## src/rtl/quad2s_pkg.sv

```systemverilog
package quad2s_pkg;
  // Strobes from control to datapath, one per pipeline stage
  typedef struct packed {
    logic shift;   // capture a new sample into the history
    logic mul;     // form the two products
    logic sum;     // add, scale, saturate and present
    logic primed;  // the sample in the sum stage had two predecessors
  } ctlStrobes_t;

  localparam int SAMPLE_W = 16;
  localparam int COEF_W   = 18;
  localparam int COEF_F   = 12;
  localparam int PERIOD_W = 12;
  localparam int PERIOD_F = 4;
  localparam int CONST_F  = 16;
endpackage

```

## src/rtl/quad2s_ctrl.sv

```systemverilog
module quad2s_ctrl
  import quad2s_pkg::*;
(
  input  logic        clk,
  input  logic        rstN,
  input  logic        sampleStb,
  output ctlStrobes_t ctl
);
  localparam int FILL_MAX = 2;

  logic [1:0] fillCnt;
  logic mulPend, mulPrimed, sumPend, sumPrimed;

  always_ff @(posedge clk or negedge rstN) begin
    if (!rstN) begin
      fillCnt   <= '0;
      mulPend   <= 1'b0;
      mulPrimed <= 1'b0;
      sumPend   <= 1'b0;
      sumPrimed <= 1'b0;
    end else begin
      if (sampleStb && fillCnt != 2'(FILL_MAX))
        fillCnt <= fillCnt + 2'd1;
      mulPend   <= sampleStb;
      mulPrimed <= sampleStb && (fillCnt == 2'(FILL_MAX));
      sumPend   <= mulPend;
      sumPrimed <= mulPrimed;
    end
  end

  always_comb begin
    ctl.shift  = sampleStb;
    ctl.mul    = mulPend;
    ctl.sum    = sumPend;
    ctl.primed = sumPrimed;
  end
endmodule

```

## src/rtl/quad2s_datapath.sv

```systemverilog
module quad2s_datapath
  import quad2s_pkg::*;
#(
  parameter int DW = SAMPLE_W,
  parameter int CW = COEF_W,
  parameter int CF = COEF_F,
  parameter int NW = PERIOD_W,
  parameter int NF = PERIOD_F,
  parameter int KF = CONST_F
) (
  input  logic                 clk,
  input  logic                 rstN,
  input  ctlStrobes_t          ctl,
  input  logic signed [DW-1:0] sampleIn,
  input  logic                 approxMode,
  input  logic        [NW-1:0] periodWord,
  input  logic signed [CW-1:0] phaseStep,
  input  logic signed [CW-1:0] invSinCoef,
  input  logic signed [CW-1:0] tanCoef,
  output logic signed [DW-1:0] alphaOut,
  output logic signed [DW-1:0] betaOut,
  output logic                 outValid
);
  localparam int    PA_W   = DW + CW + 1;      // product of difference and coefficient
  localparam int    PB_W   = DW + CW;          // product of sample and coefficient
  localparam int    SUM_W  = PA_W + 1;
  localparam int    NP_W   = NW + KF;
  localparam int    NSHIFT = NF + KF - CF;
  localparam real   PI_R   = 3.14159265358979;
  localparam int    INV4PI = int'(real'(64'(1) << KF) / (4.0 * PI_R));
  localparam logic [KF-1:0] INV4PI_W = KF'(INV4PI);
  localparam logic signed [DW-1:0] MAXV = {1'b0, {(DW-1){1'b1}}};
  localparam logic signed [DW-1:0] MINV = {1'b1, {(DW-1){1'b0}}};

  // two-sample history plus current sample
  logic signed [DW-1:0] curS, prev1, prev2;

  always_ff @(posedge clk or negedge rstN) begin
    if (!rstN) begin
      curS  <= '0;
      prev1 <= '0;
      prev2 <= '0;
    end else if (ctl.shift) begin
      curS  <= sampleIn;
      prev1 <= curS;
      prev2 <= prev1;
    end
  end

  // coefficient selection: exact words or small-angle forms
  logic        [NP_W-1:0] nProd;
  logic signed [CW-1:0]   coefApprox, coefA, coefB;

  always_comb begin
    nProd      = NP_W'(periodWord) * NP_W'(INV4PI_W);
    coefApprox = nProd[NSHIFT +: CW];
    coefA      = approxMode ? coefApprox : invSinCoef;
    coefB      = approxMode ? phaseStep  : tanCoef;
  end

  // multiply stage, double-width products
  logic signed [DW:0]     diffS;
  logic signed [PA_W-1:0] prodA, prodANext;
  logic signed [PB_W-1:0] prodB, prodBNext;
  logic signed [DW-1:0]   alphaMul;

  always_comb begin
    diffS     = {prev2[DW-1], prev2} - {curS[DW-1], curS};
    prodANext = PA_W'(diffS) * PA_W'(coefA);
    prodBNext = PB_W'(curS) * PB_W'(coefB);
  end

  always_ff @(posedge clk or negedge rstN) begin
    if (!rstN) begin
      prodA    <= '0;
      prodB    <= '0;
      alphaMul <= '0;
    end else if (ctl.mul) begin
      prodA    <= prodANext;
      prodB    <= prodBNext;
      alphaMul <= curS;
    end
  end

  // sum stage: add, scale, saturate once
  logic signed [SUM_W-1:0] sumFull, sumScaled;
  logic signed [DW-1:0]    betaSat;
  logic                    fitsOut;

  always_comb begin
    sumFull   = SUM_W'(prodA) + SUM_W'(prodB);
    sumScaled = sumFull >>> CF;
    fitsOut   = (&sumScaled[SUM_W-1:DW-1]) || !(|sumScaled[SUM_W-1:DW-1]);
    if (fitsOut)
      betaSat = sumScaled[DW-1:0];
    else if (sumScaled[SUM_W-1])
      betaSat = MINV;
    else
      betaSat = MAXV;
  end

  always_ff @(posedge clk or negedge rstN) begin
    if (!rstN) begin
      alphaOut <= '0;
      betaOut  <= '0;
      outValid <= 1'b0;
    end else begin
      outValid <= ctl.sum && ctl.primed;
      if (ctl.sum) begin
        alphaOut <= alphaMul;
        betaOut  <= betaSat;
      end
    end
  end
endmodule

```

## src/rtl/quad_two_sample.sv

```systemverilog
module quad_two_sample
  import quad2s_pkg::*;
#(
  parameter int DW = SAMPLE_W,
  parameter int CW = COEF_W,
  parameter int CF = COEF_F,
  parameter int NW = PERIOD_W,
  parameter int NF = PERIOD_F,
  parameter int KF = CONST_F
) (
  input  logic                 clk,
  input  logic                 rstN,
  input  logic signed [DW-1:0] sampleIn,
  input  logic                 sampleStb,
  input  logic                 approxMode,
  input  logic        [NW-1:0] periodWord,
  input  logic signed [CW-1:0] phaseStep,
  input  logic signed [CW-1:0] invSinCoef,
  input  logic signed [CW-1:0] tanCoef,
  output logic signed [DW-1:0] alphaOut,
  output logic signed [DW-1:0] betaOut,
  output logic                 outValid
);
  ctlStrobes_t ctl;

  quad2s_ctrl i_ctrl (
    .clk       (clk),
    .rstN      (rstN),
    .sampleStb (sampleStb),
    .ctl       (ctl)
  );

  quad2s_datapath #(
    .DW(DW), .CW(CW), .CF(CF), .NW(NW), .NF(NF), .KF(KF)
  ) i_datapath (
    .clk        (clk),
    .rstN       (rstN),
    .ctl        (ctl),
    .sampleIn   (sampleIn),
    .approxMode (approxMode),
    .periodWord (periodWord),
    .phaseStep  (phaseStep),
    .invSinCoef (invSinCoef),
    .tanCoef    (tanCoef),
    .alphaOut   (alphaOut),
    .betaOut    (betaOut),
    .outValid   (outValid)
  );
endmodule

```

## config.mk

```make
export PLATFORM = sky130hd
export DESIGN_NAME = quad_two_sample
export DESIGN_NICKNAME = d
export VERILOG_FILES = /design/src/rtl/quad2s_pkg.sv /design/src/rtl/quad2s_ctrl.sv /design/src/rtl/quad2s_datapath.sv /design/src/rtl/quad_two_sample.sv
export SDC_FILE = /design/constraint.sdc
export NUM_CORES = 2
export LEC_CHECK = 0
export BUFFER_PORTS_ARGS = -buffer_cell sky130_fd_sc_hd__buf_2
export CORE_ASPECT_RATIO = 1.2
export CORE_MARGIN = 2
export CORE_UTILIZATION = 59
export DETAILED_ROUTE_END_ITERATION = 8
export HOLD_SLACK_MARGIN = 0.05
export MAX_ROUTING_LAYER = met4
export PLACE_DENSITY = 0.83
export SLEW_MARGIN = 10
export SYNTH_ARGS = -nofsm -noshare
export SYNTH_HDL_FRONTEND = slang
export SYNTH_SLANG_ARGS = --single-unit
```

## constraint.sdc

```tcl
create_clock -name clk -period 9.2 [get_ports clk]
set_clock_uncertainty 0.15 [all_clocks]
set_input_delay 0.46 -clock clk [delete_from_list [all_inputs] [get_ports clk]]
set_output_delay 0.46 -clock clk [all_outputs]
set_load 0.01 [all_outputs]
```

==> key figures <==
Outcome
  • Status: complete, but fails checks
  • Failing checks: setup timing

STA
  • Post-layout min period: 10730 ps
  • Slew @ Worst Pin: 1290 ps
  • Rel. slew slack: 13.6%
  • Max Slew Vio Count: 0
  • Setup TNS: -23170 ps
  • Post-route clock period utilization: 117%
  • RSZ-0062 raised after global routing: true
  • Final hold viol count: 0
  • Final WS setup: -1530 ps
  • Maximum clock rate: 93.2 MHz
  • Setup violators final: 23

Setup path
  • Worst-path maximum fanout: 4
  • Worst R2R Start: i_datapath.prev2[0]
  • Startpoint class of the critical path: primary input
  • Worst reg2reg path depth: 37
  • Top cell by count, worst path: fa_1
  • FF-to-FF End: i_datapath.prodA[33]
  • CP bufs+invs: 10
  • R2R Setup Slk: -220 ps
  • CP arrival: 10890 ps
  • CP max stage cell: fa_2
  • CP top delay family: adder cells
  • Critical setup path kind: primary input to flop
  • Slowest stage delay, CP: 620 ps
  • CP required: 9360 ps
  • Crit. End Element: flop

Clocking
  • Worst-path clk slew: 90 ps
  • CTS sink count: 172
  • CTS H-tree lvls: 4
  • Clk_lat worst skew: 480 ps
  • Clock root buffer: clkbuf_16
  • Clock Path Buffers: 2
  • Number of CTS-inserted buffers: 17
  • TritonCTS clock tree: done

Synth
  • Post-Syn Instances: 3490
  • Synth Flop Type: dfrtp_1
  • Post-synth EDFFs: 0
  • #FFs+latches synth: 172
  • Post-Syn Nets: 4524
  • Synthesized area: 33300 um^2
  • Asr flop ratio synth: 100%
  • Synth unique cells: 77
  • Syn avg cell area: 9.54 um^2
  • Seq/Total Area, Yosys: 12.9%
  • YS warnings: 0

Finish
  • Ant. Diodes: 0
  • P&R area growth vs syn: 14.8%
  • Final net count: 4855
  • Share of cells above drive strength 1: 19.7%
  • FILL cells: 4000

Min path
  • Min-Delay Path Class: primary input to flop
  • Hold Crit Depth: 3
  • Hold path start: sampleIn[12]
  • Worst hold endpoint: i_datapath.curS[12]

Route
  • Routed WL per cell: 20.4 um
  • Post-route ant nets: 0
  • Pre-antenna DRT Iters: 7
  • Remaining DRCs: 0
  • DR iter-0 viols: 1951
  • Via density: 5.75
  • WL final: 92.9 mm
  • Routed via count: 26229

GRT
  • Remaining global-route overflow: 0
  • Initial antenna violation count: 0
  • Pin count of the biggest net entering global routing: 102
  • First-pass GRT wire length: 149 mm
  • Vias in the first global route: 28933
  • GRT Util Overall: 33.4%

Placement
  • Port Buffers: 118
  • Gpl congestion: 1.00
  • DPL Wire Length: 72.9 mm

Job
  • Max cap viols: 0

Floorplan
  • Starting Density: 59.6%
  • Die Span X: 221 um
  • Die Height: 264 um
  • Row cnt: 95
  • Die footprint: 58400 um^2
  • # IOs: 119
  • Core Region: 55900 um^2
==> state kept, by name, summed over array words and instances, names as in the netlist, 2 cells and up <==
signal / cells
i_datapath.prev2: 16
i_datapath.alphaMul: 16
i_datapath.betaOut: 16
i_datapath.prodB: 34
i_datapath.curS: 16
i_ctrl.fillCnt: 2
i_datapath.alphaOut: 16
i_datapath.prodA: 35
i_datapath.prev1: 16
==> placed cells by master (no fill, tap or decap), drive strengths merged, types with 3 or more instances in the layout <==
cell / n
a31oi: 12
nand3: 24
dlygate4sd3: 7
nand2: 340
o21bai: 9
nor2: 307
xor2: 32
o31a: 3
o21a: 14
a211o: 6
nand2b: 31
mux2i: 23
or3: 9
a21oi: 84
buf: 405
o311ai: 3
mux2: 143
clkbuf: 17
and2: 56
or2: 13
xnor2: 96
inv: 793
dfrtp: 172
nor3: 28
a211oi: 13
clkinv: 10
o31ai: 5
nand4: 7
fa: 644
a21o: 52
a221o: 16
a41oi: 5
ha: 304
nor2b: 26
and3: 17
o21ai: 58
o211ai: 7
a31o: 5
==> cell usage after synthesis, types with 13 or more instances <==
master	number	share of area, %
fa_1	644	39
mux2i_1	23	0.69
xnor2_1	96	2.5
nand2b_1	31	0.58
mux2_2	143	4.8
and2_1	55	1.0
and3_1	17	0.32
nor2_1	307	3.5
nor2b_1	26	0.49
o21a_1	14	0.32
xor2_1	32	0.84
nand3_1	24	0.36
a221o_1	16	0.48
ha_1	304	11
a21oi_1	81	1.2
dfrtp_1	172	13
a21o_1	52	1.2
inv_1	784	8.8
or2_2	13	0.24
o21ai_0	53	0.80
nand2_1	340	3.8
nor3_1	27	0.41
clkbuf_1	95	1.1
==> cell type report <==
cell class                      count  area, um^2  area share (%)
Multi-Input combinational cell   2430       26400            69.1
Sequential cell                   172        4310            11.3
Timing Repair Buffer              412        2980            7.79
Inverter                          788        2970            7.76
Tap cell                          727         910            2.38
Clock buffer                       17         425            1.11
Clock inverter                     15         216           0.566
==> metal layers <==
layer	up-vias	wire length [um]	global-route usage, %
met2	1190	47200	57.5
met5	-	0	-
met4	0	6130	17.9
met3	408	6620	5.07
met1	13250	32900	37.5
li1	11381	-	-
==> worst register-to-register path, delay by kind of cell (launching register included) <==
family,cells,cell delay [ps]
flip-flops,1,370
AO/OA/AOI/OAI,16,3200
buffers and inverters,7,430
adder cells (fa/ha/maj),9,3890
AND/OR/NAND/NOR,4,1010
XOR/XNOR,1,200
==> per-stage QoR <==
step                worst slack [ps]  area, um^2  util [%]  cells  hold WS, ps
global placement               -1830       36400      65.2   4474          187
floorplan                      -1190       33500         -   3490         14.4
CTS                            -1380       37600      67.2   4531         55.7
finish                         -1530       38200      68.4   4561         62.8
global route                   -1740       38200      68.4   4561         67.8
detailed placement             -1920       36400      65.2   4474          190
==> how the worst max path moves through the flow <==
stage	startpoint	to	slack [ps]	cells after the start
3_5_place_dp	periodWord[9]	i_datapath.prodA[33]	-1920	44
2_1_floorplan	periodWord[9]	i_datapath.prodA[33]	-1190	43
3_3_place_gp	periodWord[9]	i_datapath.prodA[33]	-1830	44
4_1_cts	periodWord[11]	i_datapath.prodA[33]	-1380	45
5_1_grt	periodWord[9]	i_datapath.prodA[33]	-1740	45
6_report	periodWord[9]	i_datapath.prodA[33]	-1530	45
==> logic make-up (layout without fill, tap and decap cells) <==
family | after synthesis | count (layout) | share of synthesized area, %
compound gates | 317 | 317 | 6.55
simple gates | 871 | 871 | 11.4
fa+ha+maj | 948 | 948 | 50.1
flops | 172 | 172 | 12.9
xor+xnor | 128 | 128 | 3.37
buf+inv | 888 | 1232 | 10.1
mux | 166 | 166 | 5.53
==> repair_timing <==
action,CTS,global route
hold buffers,7,0
resized for setup,71,108
gates cloned,0,0
pin swaps,70,88
setup endpoints to repair,22,24
hold endpoints to repair,106,0
buffers inserted,18,32
Power is not shown: default switching activity piles up to over one toggle a cycle in this logic, so the estimate is an artifact.
